**src/rtl/srs_pkg.sv**
```systemverilog
package srs_pkg;
  typedef enum logic [2:0] {
    FR_IDLE  = 3'd0,
    FR_HEAD  = 3'd1,
    FR_WDATA = 3'd2,
    FR_RDATA = 3'd3,
    FR_DONE  = 3'd4
  } fr_state_e;
endpackage

```
**src/rtl/srs_sync.sv**
```systemverilog
module srs_sync #(
  parameter int          STAGES = 2,
  parameter int          W      = 3,
  parameter logic [W-1:0] RST_VAL = '0
) (
  input  logic         clk,
  input  logic         rst_n,
  input  logic [W-1:0] async_i,
  output logic [W-1:0] sync_o
);
  for (genvar b = 0; b < W; b++) begin : g_bit
    logic [STAGES-1:0] chain;
    always_ff @(posedge clk or negedge rst_n) begin
      if (!rst_n) chain <= {STAGES{RST_VAL[b]}};
      else        chain <= {chain[STAGES-2:0], async_i[b]};
    end
    assign sync_o[b] = chain[STAGES-1];
  end
endmodule

```
**src/rtl/srs_frame.sv**
```systemverilog
module srs_frame
  import srs_pkg::*;
#(
  parameter int AW = 7,
  parameter int DW = 8
) (
  input  logic          clk,
  input  logic          rst_n,
  input  logic          sel_ni,
  input  logic          sck_i,
  input  logic          sdi_i,
  input  logic [DW-1:0] rd_data_i,
  output logic [AW-1:0] rd_addr_o,
  output logic          wr_en_o,
  output logic [AW-1:0] wr_addr_o,
  output logic [DW-1:0] wr_data_o,
  output logic          sdo_o,
  output logic          rise_o,
  output fr_state_e     state_o
);
  localparam int HB = AW + 1;          // header bits, equals DW
  localparam int FB = 2 * DW;          // bits in a full frame
  localparam int CW = $clog2(FB + 1);

  fr_state_e      st;
  logic           sck_d;
  logic [CW-1:0]  cnt;
  logic [DW-2:0]  in_sh;
  logic [DW-1:0]  out_sh;
  logic [AW-1:0]  addr_q;
  logic           rise;

  assign rise      = sck_i & ~sck_d & ~sel_ni;
  assign rd_addr_o = {in_sh[AW-2:0], sdi_i};

  always_ff @(posedge clk or negedge rst_n) begin
    if (!rst_n) begin
      st        <= FR_IDLE;
      sck_d     <= 1'b0;
      cnt       <= '0;
      in_sh     <= '0;
      out_sh    <= '0;
      addr_q    <= '0;
      wr_en_o   <= 1'b0;
      wr_addr_o <= '0;
      wr_data_o <= '0;
    end else begin
      sck_d   <= sck_i;
      wr_en_o <= 1'b0;
      if (sel_ni) begin
        st     <= FR_IDLE;
        cnt    <= '0;
        in_sh  <= '0;
        out_sh <= '0;
      end else if (rise) begin
        cnt <= cnt + 1'b1;
        unique case (st)
          FR_IDLE, FR_HEAD: begin
            in_sh <= {in_sh[DW-3:0], sdi_i};
            if (cnt == CW'(HB - 1)) begin
              if (in_sh[AW-1]) begin
                st     <= FR_RDATA;
                out_sh <= rd_data_i;
              end else begin
                st     <= FR_WDATA;
                addr_q <= rd_addr_o;
              end
            end else begin
              st <= FR_HEAD;
            end
          end
          FR_WDATA: begin
            in_sh <= {in_sh[DW-3:0], sdi_i};
            if (cnt == CW'(FB - 1)) begin
              wr_en_o   <= 1'b1;
              wr_addr_o <= addr_q;
              wr_data_o <= {in_sh, sdi_i};
              st        <= FR_DONE;
            end
          end
          FR_RDATA: begin
            if (cnt != CW'(HB)) out_sh <= {out_sh[DW-2:0], 1'b0};
            if (cnt == CW'(FB - 1)) st <= FR_DONE;
          end
          default: cnt <= cnt;
        endcase
      end else if (st == FR_IDLE) begin
        st <= FR_HEAD;
      end
    end
  end

  assign sdo_o   = ((st == FR_RDATA) || (st == FR_DONE)) & out_sh[DW-1];
  assign rise_o  = rise;
  assign state_o = st;
endmodule

```
**src/rtl/srs_regfile.sv**
```systemverilog
module srs_regfile #(
  parameter int          AW      = 7,
  parameter int          DW      = 8,
  parameter int          NREG    = 8,
  parameter logic [DW-1:0] VERSION = 8'h10
) (
  input  logic             clk,
  input  logic             rst_n,
  input  logic             wr_en_i,
  input  logic [AW-1:0]    wr_addr_i,
  input  logic [DW-1:0]    wr_data_i,
  input  logic [AW-1:0]    rd_addr_i,
  output logic [DW-1:0]    rd_data_o,
  output logic [NREG*DW-1:0] regs_o
);
  logic [DW-1:0] slot [NREG];

  for (genvar i = 0; i < NREG; i++) begin : g_slot
    if (i == 0) begin : g_ro
      assign slot[i] = VERSION;
    end else begin : g_rw
      logic [DW-1:0] q;
      always_ff @(posedge clk or negedge rst_n) begin
        if (!rst_n)                                  q <= '0;
        else if (wr_en_i && (wr_addr_i == AW'(i)))   q <= wr_data_i;
      end
      assign slot[i] = q;
    end
    assign regs_o[i*DW +: DW] = slot[i];
  end

  always_comb begin
    rd_data_o = '0;
    for (int i = 0; i < NREG; i++) begin
      if (rd_addr_i == AW'(i)) rd_data_o = slot[i];
    end
  end
endmodule

```
**src/rtl/ser_reg_slave.sv**
```systemverilog
module ser_reg_slave
  import srs_pkg::*;
#(
  parameter int          AW      = 7,
  parameter int          DATA_W  = 8,
  parameter int          NREG    = 8,
  parameter int          SYNC    = 2,
  parameter logic [7:0]  VERSION = 8'h10
) (
  input  logic                   clk,
  input  logic                   rst_n,
  input  logic                   sel_n,
  input  logic                   sck,
  input  logic                   sdi,
  output logic                   sdo,
  output logic [NREG*DATA_W-1:0] regs_o
);
  logic [2:0]        sync_q;
  logic              sel_s, sck_s, sdi_s;
  logic [AW-1:0]     rd_addr, wr_addr;
  logic [DATA_W-1:0] rd_data, wr_data;
  logic              wr_en;
  logic              sck_rise;
  fr_state_e         fr_state;

  srs_sync #(.STAGES(SYNC), .W(3), .RST_VAL(3'b100)) u_sync (
    .clk     (clk),
    .rst_n   (rst_n),
    .async_i ({sel_n, sck, sdi}),
    .sync_o  (sync_q)
  );
  assign {sel_s, sck_s, sdi_s} = sync_q;

  srs_frame #(.AW(AW), .DW(DATA_W)) u_frame (
    .clk       (clk),
    .rst_n     (rst_n),
    .sel_ni    (sel_s),
    .sck_i     (sck_s),
    .sdi_i     (sdi_s),
    .rd_data_i (rd_data),
    .rd_addr_o (rd_addr),
    .wr_en_o   (wr_en),
    .wr_addr_o (wr_addr),
    .wr_data_o (wr_data),
    .sdo_o     (sdo),
    .rise_o    (sck_rise),
    .state_o   (fr_state)
  );

  srs_regfile #(.AW(AW), .DW(DATA_W), .NREG(NREG), .VERSION(VERSION)) u_regs (
    .clk       (clk),
    .rst_n     (rst_n),
    .wr_en_i   (wr_en),
    .wr_addr_i (wr_addr),
    .wr_data_i (wr_data),
    .rd_addr_i (rd_addr),
    .rd_data_o (rd_data),
    .regs_o    (regs_o)
  );
endmodule

```
**config.mk**
```make
export PLATFORM = sky130hd
export DESIGN_NAME = ser_reg_slave
export DESIGN_NICKNAME = d
export VERILOG_FILES = /design/src/rtl/srs_pkg.sv /design/src/rtl/srs_sync.sv /design/src/rtl/srs_frame.sv /design/src/rtl/srs_regfile.sv /design/src/rtl/ser_reg_slave.sv
export SDC_FILE = /design/constraint.sdc
export NUM_CORES = 1
export LEC_CHECK = 0
export ABC_CLOCK_PERIOD_IN_PS = 2300
export BUFFER_PORTS_ARGS = -buffer_cell sky130_fd_sc_hd__clkbuf_2
export CAP_MARGIN = 5
export CORE_ASPECT_RATIO = 1.5
export CORE_UTILIZATION = 55
export CTS_CLUSTER_DIAMETER = 60
export DETAILED_ROUTE_END_ITERATION = 10
export HOLD_SLACK_MARGIN = 0.02
export PLACE_DENSITY = 0.79
export SYNTH_ARGS = -nofsm -noshare
export SYNTH_HDL_FRONTEND = slang
export SYNTH_SLANG_ARGS = --single-unit
```
**constraint.sdc**
```tcl
create_clock -name clk -period 2.3 [get_ports clk]
set_input_delay 0 -clock clk [delete_from_list [all_inputs] [get_ports clk]]
set_output_delay 0 -clock clk [all_outputs]
set_load 0.01 [all_outputs]
```
; ---- Yosys cells after proc, flatten, opt, wreduce, memory -nomap -nowiden
; Cells that the tools add are included.
[word_totals]
regBits = 109
inputBits = 5
out_inout_bits = 65
word_cells = 108
[op_classes]
add_sub_neg = 1
eq_ne = 26
n_mux = 31
bitwise_logic = 6
n_reduce_logical = 25
[op_table]
columns = operator, count
row1 = two-way mux 8 bit, 12
row2 = equality test 7 x 3 -> 1 bit (second input constant), 8
row3 = equality test 7 x 2 -> 1 bit (second input constant), 4
row4 = two-way mux 7 bit, 3
row5 = two-way mux 5 bit, 4
row6 = case mux 8 bit (2 select lines), 1
row7 = equality test 7 x 1 -> 1 bit (second input constant), 2
row8 = two-way mux 3 bit, 4
row9 = AND reduction 5 bit, 2
row10 = != test 3 x 2 -> 1 bit (second input constant), 3
row11 = != test 4 x 2 -> 1 bit (second input constant), 2
row12 = logical AND 1 bit, 7
row13 = zero test 7 bit, 1
row14 = equality test 3 x 2 -> 1 bit (second input constant), 2
row15 = case mux 3 bit (2 select lines), 1
row16 = nonzero test 2 bit, 3
row17 = nonzero test 3 bit, 2
row18 = adder 5 x 1 -> 5 bit (second input constant), 1
row19 = equality test 5 x 3 -> 1 bit (second input constant), 1
row20 = equality test 5 x 4 -> 1 bit (second input constant), 1
row21 = two-way mux 1 bit, 5
row22 = != test 5 x 4 -> 1 bit (second input constant), 1
row23 = AND reduction 2 bit, 2
row24 = AND reduction 4 bit, 1
row25 = other kinds (11), 16

; ---- Logic depth before layout (Yosys ltp)
; Gate-level depths: netlist of run 1.
[depth]
ltp_word = 14
depth_mapped = 8
mapped_depth_nobuf = 7

; ---- Hierarchy
; Synthesis of run 1 repeated with hierarchy kept, for this count alone.
[unflattened]
hier_cells = 402
area_unflattened_um2 = 5158.7
[by_module_without_submodules]
columns = module, n_inst, cells_per_inst, area_per_inst_um2, seq_area_each_um2
row1 = srs_regfile, 1, 210, 2775.2, 1401.3
row2 = srs_frame, 1, 183, 2208.4, 1176.1
row3 = srs_sync, 1, 9, 175.2, 152.6

; ---- Least setup slack after synthesis of run 1
; No wires, ideal clock.
[synth_path]
path_type = reg2reg
from = register u_frame.sck_d
to = register u_frame.addr_q[1]
setup_ps = 125
arrival_ps = 1573
required_time_ps = 2175
slack_ps = 602
path_stages_with_launch = 5
n_path_buf = 0
synth_period_minus_slack_ps = 1698
cell_sequence = dfrtp_1 nand2b_4 or3_4 nor3_4 mux2_2
[synth_via]
elab_chain_len = 4
[synth_rtl]
columns = item, line_no
row1 = from (decl), srs_frame.sv:26  ; logic sck_d;
row2 = from (signal assigned), srs_frame.sv:48  ; sck_d <= sck_i;
row3 = inverter 1 bit, srs_frame.sv:33  ; assign rise = sck_i & ~sck_d & ~sel_ni;
row4 = AND 1 bit (2 in a row), srs_frame.sv:33
row5 = AND reduction 5 bit (no line), -
row6 = to (signal assigned), srs_frame.sv:66  ; addr_q <= rd_addr_o;
row7 = to (decl), srs_frame.sv:30  ; logic [AW-1:0] addr_q;
; Every way passes these cells.
; A chain may end at the register's enable or synchronous reset.

; ---- Worst setup path after layout of run 1
[layout_path]
from = register u_frame.in_sh[0]
to = register u_frame.out_sh[0]
[layout_via]
elab_chain_len = 13
elab_cells_between_ends = 19
cone_classes = 7 x eq/ne / 12 x mux
[layout_rtl]
columns = item, line_no
row1 = from (decl), srs_frame.sv:28  ; logic [DW-2:0] in_sh;
row2 = from (signal assigned), srs_frame.sv:59  ; in_sh <= {in_sh[DW-3:0], sdi_i};
row3 = from (signal assigned), srs_frame.sv:73  ; in_sh <= {in_sh[DW-3:0], sdi_i};
row4 = equality test 7 x 1 -> 1 bit, srs_regfile.sv:35  ; if (rd_addr_i == AW'(i)) rd_data_o = slot[i];
row5 = two-way mux 8 bit (6 in a row), srs_regfile.sv:35
row6 = two-way mux 8 bit (*), srs_regfile.sv:35
row7 = two-way mux 8 bit (*), srs_frame.sv:61  ; if (in_sh[AW-1]) begin
row8 = two-way mux 8 bit (*), srs_frame.sv:60  ; if (cnt == CW'(HB - 1)) begin
row9 = case mux 8 bit (2 select lines) (*), srs_frame.sv:57  ; unique case (st)
row10 = two-way mux 8 bit (*), srs_frame.sv:55  ; end else if (rise) begin
row11 = two-way mux 8 bit (*), srs_frame.sv:50  ; if (sel_ni) begin
row12 = to (signal assigned), srs_frame.sv:63  ; out_sh <= rd_data_i;
row13 = to (signal assigned), srs_frame.sv:82  ; if (cnt != CW'(HB)) out_sh <= {out_sh[DW-2:0], 1'b0};
row14 = to (decl), srs_frame.sv:29  ; logic [DW-1:0] out_sh;
; Mark *: on every way between the ends. The rest lies on a longest branch, timed or not. The select of a mux whose other input is x is not followed.

==> metrics.txt, run 1 <==
# fillers=647; RSZ-0062 raised after global routing=false; worst-margin pin slew=0.645 ns; Tmin final=1.92 ns; multi-input logic area=2100 sq um; Mapped Cells=398; CTS resizes=0; routing usage on met3=0.0579; GP Congestion=0.843; diode count=0; final hold violation count=0; share of cells above drive strength 1=0.370; final wirelength=12.0 mm; Area after DPL=5430 sq um; #FFs+latches synth=109; main flop type after synthesis=dfrtp_1; number of remaining DRC errors=0; Die Span Y=118 um; Setup TNS=0 ns; CTS tree=done; vias in the first global route=3508; largest net degree at the start of global routing=49; Hold Path Class=in2async; Die Width=79.6 um; period utilization=0.835; Synth area leaders=dfrtp_1 54%, mux2_2 16%, nand2_1 4.2%; status=complete, no violations; Relative slew margins=0.570; vias per cell=6.04; max-cap check violation count=0; commonest cells in the netlist=107 x dfrtp_1, 70 x mux2_2, 55 x nand2_1; CP arrival=2.15 ns; Worst setup SP type=register; hpwl dp=8.37 mm; Worst Setup End Kind=register; Critical Path Fanout Max=11; synth unique cells=57; M2 GR Usage=0.445; later-pin clock latency in the skew report=0.35 ns; clk_skew=0.00728 ns; DR WL/cell=20.3 um; initial antenna violation count=0; clk sinks=109; Max rail drop VDD=0.516 mV; port buffer count=61; top-area cell type share of the netlist area=0.540; Reg clk slew, reported paths=0.07 ns; fin. max-slew vios=0; Static Leak=3.00 nW; Max Fclk=521 MHz; Area Overhead vs Synth=16.6%; H-tree depth=3; die area=9410 sq um; Vias=3554; cts bufs inserted=9; leading area contributor after synthesis=dfrtp_1; WP data required=2.53 ns; FF+latch area=2730 sq um; mapped cell area=4960 sq um; global routing's busiest layer=met2; Crit Path Class=reg2reg; drt first pass iters=7; Seq/Total Area, Yosys=0.550; GR Util All Layers=0.274; first-pass GRT wire length=19.1 mm; Final Instance Area=5780 sq um; CTS Buffer Depth=2; Synthesis Warnings=0; Initial DRC Count=263; CTS Root Cell=clkbuf_16; endpoints failing setup=0; nets@finish=481; asr flop ratio synth=1.00; total gr overflow=0; GR Layer Usage met1=0.351; cell row count=42; Initial Util=0.565; number of flops mapped to enable cells by yosys=0; io pins=70; antenna-violating nets left=0; synthesized area per cell=12.5 sq um; Pwr Density=648 nW/um^2; core area=8780 sq um; most frequent cell after synthesis=dfrtp_1
==> kinds of logic (layout without fill, tap and decap cells) <==
group	count (synthesis)	count (layout)	synth area share
xor+xnor	3	3	0.00530
simple gates	100	100	0.122
other cells	2	8	0.00151
compound gates	72	72	0.106
flops	109	109	0.550
mux	79	79	0.177
fa+ha+maj	3	3	0.00757
buf+inv	30	104	0.0308
==> layout by cell type (no fill, tap or decap), types with 2 or more instances in the layout <==
cell type / n
nand4_2: 2
nor3_1: 2
xor2_1: 2
buf_4: 13
nor2b_1: 4
nor3_4: 2
clkbuf_2: 60
nand2_1: 55
a22o_1: 20
dfrtp_1: 107
o21ai_0: 13
ha_1: 3
a21oi_1: 14
bufinv_16: 2
inv_1: 9
dlygate4sd3_1: 4
nand3_1: 3
a21o_1: 6
o221ai_1: 2
nor2_1: 10
mux2_2: 70
a221o_1: 6
nor4_4: 2
conb_1: 8
clkbuf_16: 9
clkbuf_1: 3
o31ai_1: 3
dfstp_2: 2
mux2i_1: 8
==> registers in the layout, summed over array words and instances, names as in the netlist <==
register              flops
u_frame.addr_q            7
u_frame.cnt               5
u_frame.in_sh             7
u_frame.out_sh            8
u_frame.sck_d             1
u_frame.state_o           3
u_frame.wr_addr_o         7
u_frame.wr_data_o         8
u_frame.wr_en_o           1
u_regs.g_slot.g_rw.q     56
u_sync.g_bit.chain        6
==> worst max-delay path, stage by stage (launching register included) <==
cell	delay, ns
dfrtp_1	0.59
nor2b_1	0.53
a22oi_1	0.15
a21oi_1	0.18
nor4b_1	0.08
mux2_2	0.27
==> metrics by stage <==
step	hold slack [ns]	setup WS (ns)	util	cells	total power [mW]
after floorplan	-0.296	0.602	-	404	2.06
after global placement	0.0539	0.438	0.618	568	2.12
after detailed placement	0.0662	0.422	0.618	568	2.12
after CTS	0.241	0.403	0.659	588	3.76
after global routing	0.273	0.250	0.659	588	3.86
final	0.223	0.381	0.659	588	3.75
==> timing repair <==
item	in CTS	in global routing
hold buffers	4	0
buffers inserted	0	0
endpoints found under the hold margin	47	0
==> metal layers <==
| layer | up-vias | wire, um |
|---|---|---|
| li1 | 1571 | - |
| met1 | 1813 | 4730 |
| met2 | 141 | 6300 |
| met3 | 29 | 595 |
| met4 | 0 | 333 |
| met5 | - | 0 |
==> final timing paths <==
kind | start | to | slack (ns) | cells after the start
min in group clk | sel_n | u_sync.g_bit[2].chain[0]$_DFF_PN1_ | 0.29 | 2
worst max register to register | u_frame.in_sh[0]$_DFFE_PN0P_ | u_frame.out_sh[0]$_DFFE_PN0P_ | 0.38 | 5
worst min-delay path | rst_n | u_sync.g_bit[1].chain[1]$_DFF_PN0_ | 0.22 | 2
worst min register to register | u_sync.g_bit[2].chain[0]$_DFF_PN1_ | u_sync.g_bit[2].chain[1]$_DFF_PN1_ | 0.36 | 0
max in group asynchronous | rst_n | u_regs.g_slot[2].g_rw.q[4]$_DFFE_PN0P_ | 1.36 | 3
worst max-delay path | u_frame.in_sh[0]$_DFFE_PN0P_ | u_frame.out_sh[0]$_DFFE_PN0P_ | 0.38 | 5
==> layout make-up <==
cell class | instances | share of cell area
clock buffer | 13 | 0.0433
inverter | 10 | 0.00649
timing repair buffer | 78 | 0.0792
multi-input combinational | 265 | 0.363
clock inverter | 3 | 0.0119
sequential | 109 | 0.472
tap | 110 | 0.0238
==> power breakdown <==
| part | switching, mW | total [mW] | internal (mW) |
|---|---|---|---|
| sequential | 0.0200 | 1.95 | 1.93 |
| combinational | 0.0937 | 0.140 | 0.0463 |
| clock | 0.672 | 1.66 | 0.988 |
| total | 0.786 | 3.75 | 2.96 |
No activity file was read; power rests on OpenSTA's default activity.
==> run 2, diff against run 1 <==
ABC_CLOCK_PERIOD_IN_PS = 1700   (was 2300)
CORE_UTILIZATION = 52   (was 55)
PLACE_DENSITY = 0.78   (was 0.79)
clock period = 1.7 ns   (was 2.3 ns; I/O delays follow)
==> metrics.txt, run 2 (same netlist as run 1, synthesis figures left out) <==
Reg power frac=0.544 (+0.024); internal power=3.71 mW (+25%); biggest regs=u_regs.g_slot.g_rw.q: 56 flops, u_frame.out_sh: 8 flops, u_frame.wr_data_o: 8 flops; Initial Util=0.536 (-0.0292); Die Span Y=122 um (+2.8%); GP Congestion=0.871 (+3.3%); clock power share=0.404 (-0.039); Max Fclk=556 MHz (+6.8%); initial antenna violation count=0 (unchanged); Crit Path Class=reg2reg; clk_skew=0.0118 ns (+0.00447 ns); Logic pwr share=0.052 (+0.015); Relative slew margins=0.634 (+0.0640); total power=4.83 mW (+29%); commonest non-fill, non-tap cell in the layout=dfrtp_1; drt first pass iters=5 (-2); RSZ-0062 raised after global routing=true; H-tree depth=3 (unchanged); clk sinks=109 (unchanged); antenna-violating nets left=0 (unchanged); switching part of the total=0.232 (+0.0223); Die Width=81.8 um (+2.8%); CTS Root Cell=clkbuf_16; dpl ws=-0.0955 ns (-0.518 ns); P_sw=1.12 mW (+43%); Vias=3731 (+5.0%); DR WL/cell=19.6 um (-3.5%); cts bufs inserted=9 (unchanged); Worst Setup End Kind=register; CTS Buffer Depth=2 (unchanged); Static Leak=3.31 nW (+10%); cell row count=43 (+2.4%); vias in the first global route=3766 (+7.4%); status=finished, violations left; diode count=0 (unchanged); nets@finish=530 (+10%); Reg clk slew, reported paths=0.07 ns (about the same); Initial DRC Count=186 (-29%); core area=9250 sq um (+5.4%); first-pass GRT wire length=19.3 mm (+1.2%); vias per cell=5.84 (-3.4%); Worst setup SP type=register; WP data required=1.94 ns (-0.59 ns); CP arrival=2.03 ns (-0.12 ns); later-pin clock latency in the skew report=0.35 ns (about the same); Pwr Density=755 nW/um^2 (+16%); Area Overhead vs Synth=28.9%; Setup TNS=-2.53 ns (-2.53 ns); share of cells above drive strength 1=0.465 (+0.0946); hpwl dp=8.77 mm (+4.8%); io pins=70 (unchanged); period utilization=1.06 (+0.223); final hold violation count=0 (unchanged); fin. max-slew vios=0 (unchanged); Critical Path Fanout Max=4 (-7); critical path startpoint=u_frame.cnt[0]$_DFFE_PN0P_; most frequent cells in the layout=106 x dfrtp_1, 60 x clkbuf_2, 53 x nand2_1; die area=9950 sq um (+5.6%); final wirelength=12.5 mm (+4.9%); failing checks=setup timing; worst-margin pin slew=0.549 ns (-0.0960 ns); max FFs per register=56 (unchanged); total gr overflow=0 (unchanged); largest net degree at the start of global routing=50 (+2.0%); Hold Path Class=in2async; max-cap check violation count=0 (unchanged); GR Util All Layers=0.266 (-0.00866); CTS tree=done; final core utilization=0.691 (+0.0322); reg-to-reg startpoint=u_frame.cnt[0]$_DFFE_PN0P_; register bank with the most flops=u_regs.g_slot.g_rw.q; Max rail drop VDD=0.622 mV (+21%); Tmin final=1.80 ns (-0.122 ns); endpoints failing setup=47 (+47); final setup margin=-0.0977 ns (-0.478 ns); port buffer count=61 (unchanged); number of remaining DRC errors=0 (unchanged)
run 2: area by class of cell:
| cell class | count | area [sq um] |
|---|---|---|
| Clock buffer | 9 | 225 |
| Clock inverter | 7 | 50.0 |
| Fill cell | 662 | 2860 |
| Inverter | 10 | 37.5 |
| Multi-Input combinational cell | 265 | 2300 |
| Sequential cell | 109 | 2730 |
| Tap cell | 112 | 140 |
| Timing Repair Buffer | 127 | 916 |
run 2: per-layer routing:
metal  up-vias  wire length [um]  GRT usage
met3        36               500     0.0472
li1       1671                 -          -
met2       115              6620      0.441
met4         0               489      0.135
met5         -                 0          0
met1      1909              4930      0.326
run 2: what timing repair did:
item | 4_1_cts | 5_1_grt
setup endpoints to repair | 43 | 87
endpoints found under the hold margin | 41 | 0
setup buffers | 6 | 1
hold buffers | 4 | 0
gates resized for setup | 27 | 36
pin swaps | 6 | 4
run 2: worst paths after layout:
check	endpoint	slack [ns]	cells after the start
min in group clk	u_sync.g_bit[0].chain[0]$_DFF_PN0_	0.30	2
worst min register to register	u_sync.g_bit[1].chain[1]$_DFF_PN0_	0.34	0
worst min-delay path	u_frame.wr_data_o[5]$_DFFE_PN0P_	0.17	2
worst max register to register	u_frame.out_sh[3]$_DFFE_PN0P_	-0.1	8
worst max-delay path	u_frame.out_sh[3]$_DFFE_PN0P_	-0.1	8
max in group asynchronous	u_regs.g_slot[6].g_rw.q[5]$_DFFE_PN0P_	0.86	3
run 2: critical path, cell delays in order (launching register included):
cell and delay [ns]:
dfrtp_1 0.42, inv_2 0.07, ha_4 0.15, and4bb_2 0.25
o22ai_4 0.18, a21oi_4 0.11, buf_6 0.14, a22o_1 0.20
a21o_1 0.17
run 2: through the flow:
stage | cell area [sq um] | std cells | hold slack (ns)
after floorplan | 4980 | 404 | -0.296
after global placement | 5790 | 613 | 0.0115
after detailed placement | 5790 | 613 | 0.0247
after CTS | 6250 | 638 | 0.186
after global routing | 6400 | 639 | 0.217
final | 6400 | 639 | 0.165
run 2: power by group through the flow:
stage | Clock, mW | Sequential, mW | Combinational, mW
6_report | 1.95 | 2.63 | 0.250
5_1_grt | 2.09 | 2.63 | 0.278
4_1_cts | 2.00 | 2.63 | 0.244
3_5_place_dp | 0 | 2.68 | 0.219
3_3_place_gp | 0 | 2.68 | 0.214
2_1_floorplan | 0 | 2.68 | 0.106
